File: src/rtl/i2cw_pkg.sv
package i2cw_pkg;
  typedef enum logic [1:0] {
    OP_START = 2'd0,
    OP_STOP  = 2'd1,
    OP_WBIT  = 2'd2,
    OP_RACK  = 2'd3
  } op_e;

  typedef enum logic [3:0] {
    S_IDLE, S_W_START, S_W_CTRL, S_W_CACK, S_W_DATA, S_W_DACK, S_W_STOP,
    S_P_START, S_P_CTRL, S_P_ACK, S_P_STOP, S_E_STOP
  } state_e;

  localparam logic [1:0] ERR_CTRL_NACK = 2'd1;
  localparam logic [1:0] ERR_DATA_NACK = 2'd2;
  localparam logic [1:0] ERR_POLL_LIM  = 2'd3;
endpackage

File: src/rtl/i2cw_bit_shifter.sv
module i2cw_bit_shifter #(
  parameter int W = 8
) (
  input  logic         clk,
  input  logic         rst,
  input  logic         load,
  input  logic [W-1:0] load_val,
  input  logic         adv,
  output logic         cur_bit,
  output logic         last
);
  localparam int CW = (W > 1) ? $clog2(W) : 1;
  localparam logic [CW-1:0] LAST_IDX = CW'(W - 1);

  logic [W-1:0]  sh;
  logic [CW-1:0] cnt;

  always_ff @(posedge clk) begin
    if (rst) begin
      sh  <= '0;
      cnt <= '0;
    end else if (load) begin
      sh  <= load_val;
      cnt <= '0;
    end else if (adv) begin
      sh  <= {sh[W-2:0], 1'b0};
      cnt <= cnt + 1'b1;
    end
  end

  assign cur_bit = sh[W-1];
  assign last    = (cnt == LAST_IDX);

  // a fresh load restarts from the first bit, MSB first
  p_load_msb_r3: assert property (@(posedge clk) disable iff (rst)
    load |=> (cnt == '0) && (cur_bit == $past(load_val[W-1])));
endmodule

File: src/rtl/i2cw_poll_counter.sv
module i2cw_poll_counter #(
  parameter int MAX_POLLS = 16
) (
  input  logic clk,
  input  logic rst,
  input  logic clr,
  input  logic inc,
  output logic at_limit
);
  localparam int PW = (MAX_POLLS > 1) ? $clog2(MAX_POLLS) : 1;
  localparam logic [PW-1:0] LIM = PW'(MAX_POLLS - 1);

  logic [PW-1:0] cnt;

  always_ff @(posedge clk) begin
    if (rst)      cnt <= '0;
    else if (clr) cnt <= '0;
    else if (inc) cnt <= cnt + 1'b1;
  end

  assign at_limit = (cnt == LIM);

  // the probe count never passes the configured limit
  p_no_overflow_r9: assert property (@(posedge clk) disable iff (rst)
    (inc && !clr) |=> (cnt <= LIM) && (cnt != '0 || LIM == '0));
endmodule

File: src/rtl/i2cw_byte_write.sv
module i2cw_byte_write
  import i2cw_pkg::*;
#(
  parameter int         MAX_POLLS = 16,
  parameter logic [2:0] DEV_SEL   = 3'b000
) (
  input  logic       clk,
  input  logic       rst,
  input  logic       req,
  input  logic [7:0] wr_data,
  output logic       busy,
  output logic       done,
  output logic       err,
  output logic [1:0] err_kind,
  output logic       op_valid,
  output logic [1:0] op_code,
  output logic       op_bit,
  input  logic       op_done,
  input  logic       op_rx
);
  localparam logic [7:0] CTRL_BYTE = {4'b1010, DEV_SEL, 1'b0};

  state_e     st;
  op_e        op_q;
  logic [7:0] data_q;
  logic       busy_q, done_q, err_q, valid_q;
  logic [1:0] kind_q;

  logic       step;
  logic       sh_load, sh_adv, sh_bit, sh_last;
  logic [7:0] sh_val;
  logic       pc_clr, pc_inc, pc_limit;

  assign step = valid_q && op_done;

  i2cw_bit_shifter #(.W(8)) u_shift (
    .clk(clk), .rst(rst), .load(sh_load), .load_val(sh_val),
    .adv(sh_adv), .cur_bit(sh_bit), .last(sh_last)
  );

  i2cw_poll_counter #(.MAX_POLLS(MAX_POLLS)) u_polls (
    .clk(clk), .rst(rst), .clr(pc_clr), .inc(pc_inc), .at_limit(pc_limit)
  );

  always_comb begin
    sh_load = 1'b0;
    sh_adv  = 1'b0;
    sh_val  = CTRL_BYTE;
    pc_clr  = 1'b0;
    pc_inc  = 1'b0;
    case (st)
      S_IDLE:   if (req) begin sh_load = 1'b1; pc_clr = 1'b1; end
      S_W_CTRL, S_W_DATA, S_P_CTRL:
                if (step && !sh_last) sh_adv = 1'b1;
      S_W_CACK: if (step && !op_rx) begin sh_load = 1'b1; sh_val = data_q; end
      S_W_STOP: if (step) sh_load = 1'b1;
      S_P_ACK:  if (step && op_rx && !pc_limit) begin
                  sh_load = 1'b1;
                  pc_inc  = 1'b1;
                end
      default: ;
    endcase
  end

  always_ff @(posedge clk) begin
    if (rst) begin
      st      <= S_IDLE;
      op_q    <= OP_START;
      data_q  <= '0;
      busy_q  <= 1'b0;
      done_q  <= 1'b0;
      err_q   <= 1'b0;
      valid_q <= 1'b0;
      kind_q  <= '0;
    end else begin
      done_q <= 1'b0;
      err_q  <= 1'b0;
      case (st)
        S_IDLE: if (req) begin
          data_q  <= wr_data;
          busy_q  <= 1'b1;
          valid_q <= 1'b1;
          kind_q  <= '0;
          op_q    <= OP_START;
          st      <= S_W_START;
        end
        S_W_START: if (step) begin op_q <= OP_WBIT; st <= S_W_CTRL; end
        S_W_CTRL:  if (step && sh_last) begin op_q <= OP_RACK; st <= S_W_CACK; end
        S_W_CACK: if (step) begin
          if (op_rx) begin
            op_q <= OP_STOP; kind_q <= ERR_CTRL_NACK; st <= S_E_STOP;
          end else begin
            op_q <= OP_WBIT; st <= S_W_DATA;
          end
        end
        S_W_DATA: if (step && sh_last) begin op_q <= OP_RACK; st <= S_W_DACK; end
        S_W_DACK: if (step) begin
          op_q <= OP_STOP;
          if (op_rx) begin kind_q <= ERR_DATA_NACK; st <= S_E_STOP; end
          else st <= S_W_STOP;
        end
        S_W_STOP:  if (step) begin op_q <= OP_START; st <= S_P_START; end
        S_P_START: if (step) begin op_q <= OP_WBIT; st <= S_P_CTRL; end
        S_P_CTRL:  if (step && sh_last) begin op_q <= OP_RACK; st <= S_P_ACK; end
        S_P_ACK: if (step) begin
          if (!op_rx) begin
            op_q <= OP_STOP; st <= S_P_STOP;
          end else if (pc_limit) begin
            op_q <= OP_STOP; kind_q <= ERR_POLL_LIM; st <= S_E_STOP;
          end else begin
            op_q <= OP_START; st <= S_P_START;
          end
        end
        S_P_STOP: if (step) begin
          valid_q <= 1'b0; busy_q <= 1'b0; done_q <= 1'b1; st <= S_IDLE;
        end
        S_E_STOP: if (step) begin
          valid_q <= 1'b0; busy_q <= 1'b0; err_q <= 1'b1; st <= S_IDLE;
        end
        default: st <= S_IDLE;
      endcase
    end
  end

  assign busy     = busy_q;
  assign done     = done_q;
  assign err      = err_q;
  assign err_kind = kind_q;
  assign op_valid = valid_q;
  assign op_code  = op_q;
  assign op_bit   = sh_bit;

  // an operation is only presented while a sequence is running
  p_op_in_busy_r2: assert property (@(posedge clk) disable iff (rst)
    op_valid |-> busy);
  // a presented operation holds until the engine finishes it
  p_op_hold_r2: assert property (@(posedge clk) disable iff (rst)
    (op_valid && !op_done) |=> op_valid && $stable(op_code));
  // success and failure never coincide, and both end busy
  p_end_excl_r6: assert property (@(posedge clk) disable iff (rst)
    (done || err) |-> !(done && err) && !busy && $past(busy));
  // every sequence opens with START
  p_open_start_r10: assert property (@(posedge clk) disable iff (rst)
    $rose(busy) |-> op_valid && (op_code == OP_START));
  // the stored byte is frozen while busy
  p_data_frozen_r10: assert property (@(posedge clk) disable iff (rst)
    (busy && !done && !err) |=> $stable(data_q));
  // the completing step is always a STOP
  p_end_on_stop_r6: assert property (@(posedge clk) disable iff (rst)
    (done || err) |-> $past(op_code == OP_STOP) && $past(op_done));
endmodule

File: config.mk
export PLATFORM = sky130hd
export DESIGN_NAME = i2cw_byte_write
export DESIGN_NICKNAME = d
export VERILOG_FILES = /design/src/rtl/i2cw_pkg.sv /design/src/rtl/i2cw_bit_shifter.sv /design/src/rtl/i2cw_poll_counter.sv /design/src/rtl/i2cw_byte_write.sv
export SDC_FILE = /design/constraint.sdc
export NUM_CORES = 1
export LEC_CHECK = 0
export ABC_AREA = 0
export CAP_MARGIN = 20
export CORE_MARGIN = 4
export CORE_UTILIZATION = 50
export DETAILED_ROUTE_END_ITERATION = 16
export PLACE_DENSITY = 0.71
export SYNTH_ARGS = -nofsm -noshare
export SYNTH_HDL_FRONTEND = slang
export SYNTH_SLANG_ARGS = --single-unit
File: constraint.sdc
create_clock -name clk -period 2.09 [get_ports clk]
set_input_delay 0.627 -clock clk [delete_from_list [all_inputs] [get_ports clk]]
set_output_delay 0.627 -clock clk [all_outputs]
set_load 0.01 [all_outputs]
* Yosys cells after proc, flatten, opt, wreduce, memory -nomap -nowiden
Cells that the tools add are included.
Storage, ports and cells: register bits 34, input bits 13, output and inout port bits 9, logic and storage cells 121
Operators by class: $add $sub $neg 2, equality and inequality tests 30, muxes and demuxes 51, bitwise operators 2, reductions and logical operators 26
Operators by type and width (count):
- 4-bit two-way mux | 15
- 4-bit one-hot mux with 11 select lines | 1
- 8-bit two-way mux | 4
- 2-bit two-way mux | 15
- 2-bit inequality test (second input constant) | 14
- 4-bit equality test (second input constant) | 5
- 4-bit by 3-bit equality test with 1-bit output (second input constant) | 4
- 2-bit one-hot mux with 7 select lines | 1
- 1-bit two-way mux | 12
- 2-bit OR reduction | 6
- 11-bit AND reduction | 1
- 9-bit AND reduction | 1
- 4-bit by 2-bit equality test with 1-bit output (second input constant) | 2
- 2-bit one-hot mux with 4 select lines | 1
- 8-bit AND reduction | 1
- 7-bit nonzero test | 1
- 1-bit logical AND | 6
- 2-bit by 1-bit inequality test with 1-bit output (second input constant) | 3
- 4-bit by 1-bit adder with 4-bit output (second input constant) | 1
- 4-bit by 1-bit equality test with 1-bit output (second input constant) | 1
- 4-bit zero test | 1
- 1-bit one-hot mux with 4 select lines | 1
- 2-bit nonzero test | 2
- 4-bit nonzero test | 1
- other kinds (8) | 11

* Depth between registers and ports, before layout
depth in word-level cells 7, gate-level depth with buffers 8, gate-level depth less buffers 7

* Modules after synthesis
Synthesis repeated with hierarchy kept, for this count alone.
Second synthesis, totals: cell total of the unflattened synthesis 217, area total of the unflattened synthesis 1926.8 µm²
Modules (own cells, without submodules):
- i2cw_byte_write | times used 1, cells each 152, area each 1246.2 µm², sequential area each 380.4 µm²
- i2cw_bit_shifter | times used 1, cells each 47, area each 496.7 µm², sequential area each 220.2 µm²
- i2cw_poll_counter | times used 1, cells each 18, area each 183.9 µm², sequential area each 80.1 µm²

* Worst setup path after synthesis
OpenSTA, ideal clock, no wires.
path kind input port to flip-flop, start in op_rx, end reg kind_q[1], in the netlist err_kind[1], library setup time 70 ps, arrival time 1806 ps, required time 2020 ps, setup slack 214 ps, stages 5, buffers on the path 1, cells stage by stage buf_2 > a31oi_1 > o31a_1 > or4_1 > a21oi_1
On the way: word-level cells in the longest chain between the ends 2, elaborated cells on any way between the ends 4, those cells by class 3 x eq/ne; 1 x reduce/logical
RTL lines:
- start: declaration | line i2cw_byte_write.sv:19 | input logic op_rx
- 2-bit inequality test (no line)
- 9-bit AND reduction (no line) *
- end signal: assignment | line i2cw_byte_write.sv:74 | kind_q <= '0;
- end signal: assignment | line i2cw_byte_write.sv:83 | kind_q <= '0;
- end signal: assignment | line i2cw_byte_write.sv:91 | op_q <= OP_STOP; kind_q <= ERR_CTRL_NACK; st <= S_E_STOP;
- end: declaration | line i2cw_byte_write.sv:27 | logic [1:0] kind_q;
Mark *: on every way between the ends. The rest lies on a longest branch, timed or not. A chain may end at the register's enable or synchronous reset.

* Final worst setup path
Ends and elaborated chain as after synthesis.

==> flow_summary.yaml <==
setup_path:
  worstSetupStartpoint: "op_rx"
  path_max_fanout: 4
  critPathKind: "input port to register"
  path_cells: "clkdlybuf4s50_1, a31oi_1, o31a_1, or4_1, a21oi_1"
  critical_path_buf_inv_count: 1
  end_kind: "register"
  crit_required_ns: 2.31
  slowest_delay_ns: 0.54
  cp_top_family: "buffers and inverters"
  cp.arrival_ns: 2.23
  cp_slowest_cell: "clkdlybuf4s50_1"
  critical_path.startpoint_type: "input port"
  r2r_start: "u_polls.cnt[0]"
place:
  gp_congestion: 0.910
  pre_cts_ws_ns: -0.240
  dpl-instance-area_sq_um: 2240
  placed_cells: 305
  dp_hpwl_um: 3030
  io_buffers: 21
clocking:
  ctsLongestPathBuffers: 2
  holdBufCountCts: 0
  cts_made_buffers: 5
  clock_latency_ns: 0.28
  cts-root-buf: "clkbuf_8"
  clock_sinks: 34
  path_clk_slew_ns: 0.07
  ctsHtreeMaxLevel: 2
  cts_tree: "built"
sta:
  setup_viol: 0
  worst_slack_ns: 0.0808
  fmax_ghz: 0.498
  skew_ns: 0.00529
  min_period_ns: 2.01
  fin_crit_sh: 0.961
  worst_slew_pin_slew_ns: 0.517
  slew-limit-headroom: 0.655
  hold_viol_final: 0
  drv_slew: 0
  rsz0062_at_grt: "false"
global_routing:
  grt_pass1_wl_um: 7100
  grt_max_degree: 23
  overflow: 0
  grt_usage: 0.178
  antenna_found_initial: 0
  grt_pass1_vias: 1537
floorplan:
  fp.dieArea_sq_um: 4820
  die_width_um: 69.5
  die_y_um: 69.5
  ioPinCount: 22
  rows: 22
  initial_core_util: 0.516
  coreArea_sq_um: 3660
min_path:
  hp-start: "data_q[2]"
  hold_class: "register to register"
logic_synthesis:
  syn-instance-count: 231
  synth_edf_count: 0
  postSynth.asyncResetShare: 0
  synth_commonest_cells: "34 x dfxtp_1, 25 x nand2_1, 18 x nor2_1"
  synth_fp_nets: 247
  yosys.cell_types.count: 50
  synth_top_area_cell: "dfxtp_1"
  synthTopCellsByArea: "dfxtp_1 36%, mux2i_1 5.3%, nand2_1 5.0%"
  netlist_area_sq_um: 1890
  synth_flop_cell: "dfxtp_1"
  yosys_warnings: 0
  syn_area_per_cell_sq_um: 8.17
  yosysSeqAreaShare: 0.361
  post-synth-top-count-cell: "dfxtp_1"
  yosys.area.top_type_share: 0.361
  ys_ff_latch: 34
final_layout:
  area_growth_syn_to_layout_pct: 25.9
  n_antenna_cell: 0
  fin_cells: 315
  layout.nets: 282
  drive_gt1_frac: 0.154
  postLayoutCellArea_sq_um: 2380
  fill_cells: 319
status:
  status: "finished clean"
routing:
  num_vias: 1696
  vias_per_cell: 5.38
  drtPass1Iterations: 4
  routed_wl_um: 4140
  ant_nets: 0
  drcViolationCount: 0
  first_iter_violations: 115
  wl_per_cell_um: 13.1
power:
  power.leakage_nw: 0.987
  vdd_drop_max_mv: 0.575
  p_per_area_nw_per_um2: 967
flow_run:
  maxCapViolCount: 0
## per-stage QoR
| stage | power (mW) | TNS [ns] | util | hold WS, ns |
|---|---|---|---|---|
| 2_1_floorplan | 1.46 | 0 | - | 0.431 |
| 3_3_place_gp | 1.79 | -2.26 | 0.613 | 0.451 |
| 3_5_place_dp | 1.79 | -2.91 | 0.613 | 0.452 |
| 4_1_cts | 2.29 | 0 | 0.638 | 0.461 |
| 5_1_grt | 2.46 | 0 | 0.649 | 0.485 |
| 6_report | 2.30 | 0 | 0.649 | 0.458 |
## area by class of cell
cell class,count,area (sq um),share of cell area
Clock inverter,1,5.00,0.00211
Tap cell,48,60.1,0.0253
Inverter,8,30.0,0.0126
Clock buffer,7,86.3,0.0363
Multi-Input combinational cell,169,1100,0.461
Timing Repair Buffer,48,419,0.176
Sequential cell,34,681,0.286
## sequential cells by signal, indices dropped and copies added, names as in the netlist, 2 cells and up
register,count
u_polls.cnt,4
u_shift.cnt,3
st,4
u_shift.sh,8
op_code,2
data_q,8
err_kind,2
## report_power, final
| group | leakage (nW) | internal, mW | total [mW] | switching (mW) |
|---|---|---|---|---|
| Sequential | 0.277 | 0.729 | 0.808 | 0.0793 |
| Clock | 0.0482 | 0.265 | 0.486 | 0.220 |
| Combinational | 0.662 | 0.480 | 1.00 | 0.524 |
## worst register-to-register path, stage by stage (launching register included)
cell     delay, ns
dfxtp_1       0.37
ha_1          0.18
and3_1        0.25
a31oi_1       0.12
o31a_1        0.31
or4_1         0.52
a21oi_1       0.12
## metal layers
metal	part of all wire	GRT usage	up-vias
met5	0	0	-
met4	0.0053	0.0477	0
met3	0.035	0.0493	2
met2	0.45	0.258	26
met1	0.51	0.256	764
li1	-	-	904
## layout by cell type (no fill, tap or decap), drive strengths merged, types with 2 or more instances in the layout
master,synthesis,layout
dfxtp,34,34
a21oi,17,17
a31oi,2,2
or4,2,2
ha,3,3
clkbuf,9,7
buf,11,27
nand3,7,7
a2bb2oi,5,5
nor2b,5,5
xor2,3,3
nor2,18,18
xnor2,3,3
o2111ai,2,2
nand2,25,25
o31ai,2,2
inv,8,8
and3,2,2
o21ai,11,11
mux2i,10,10
nor3,11,11
nor4,3,3
o211ai,3,3
o21a,2,2
o32ai,6,6
nand2b,8,8
and2,2,2
a22oi,2,2
clkdlybuf4s50,0,20
## repair_timing
action	4_1_cts	5_1_grt
setup endpoints to repair	0	12
buffers inserted	0	2
gates resized for setup	0	5
## worst paths after layout
path	endpoint	slack (ns)	cells after the start
max	err_kind[1]	0.08	5
min	data_q[2]	0.46	2
max reg2reg	err_kind[1]	0.17	6
min reg2reg	data_q[2]	0.46	2
## kinds of logic (layout without fill, tap and decap cells)
| family | after synthesis | in the layout | synth area share |
|---|---|---|---|
| mux | 10 | 10 | 0.0530 |
| buf+inv | 28 | 64 | 0.0702 |
| simple gates | 90 | 90 | 0.252 |
| fa+ha+maj | 3 | 3 | 0.0199 |
| xor+xnor | 6 | 6 | 0.0278 |
| compound gates | 60 | 60 | 0.216 |
| flops | 34 | 34 | 0.361 |
(Power assumes the default switching activity.)
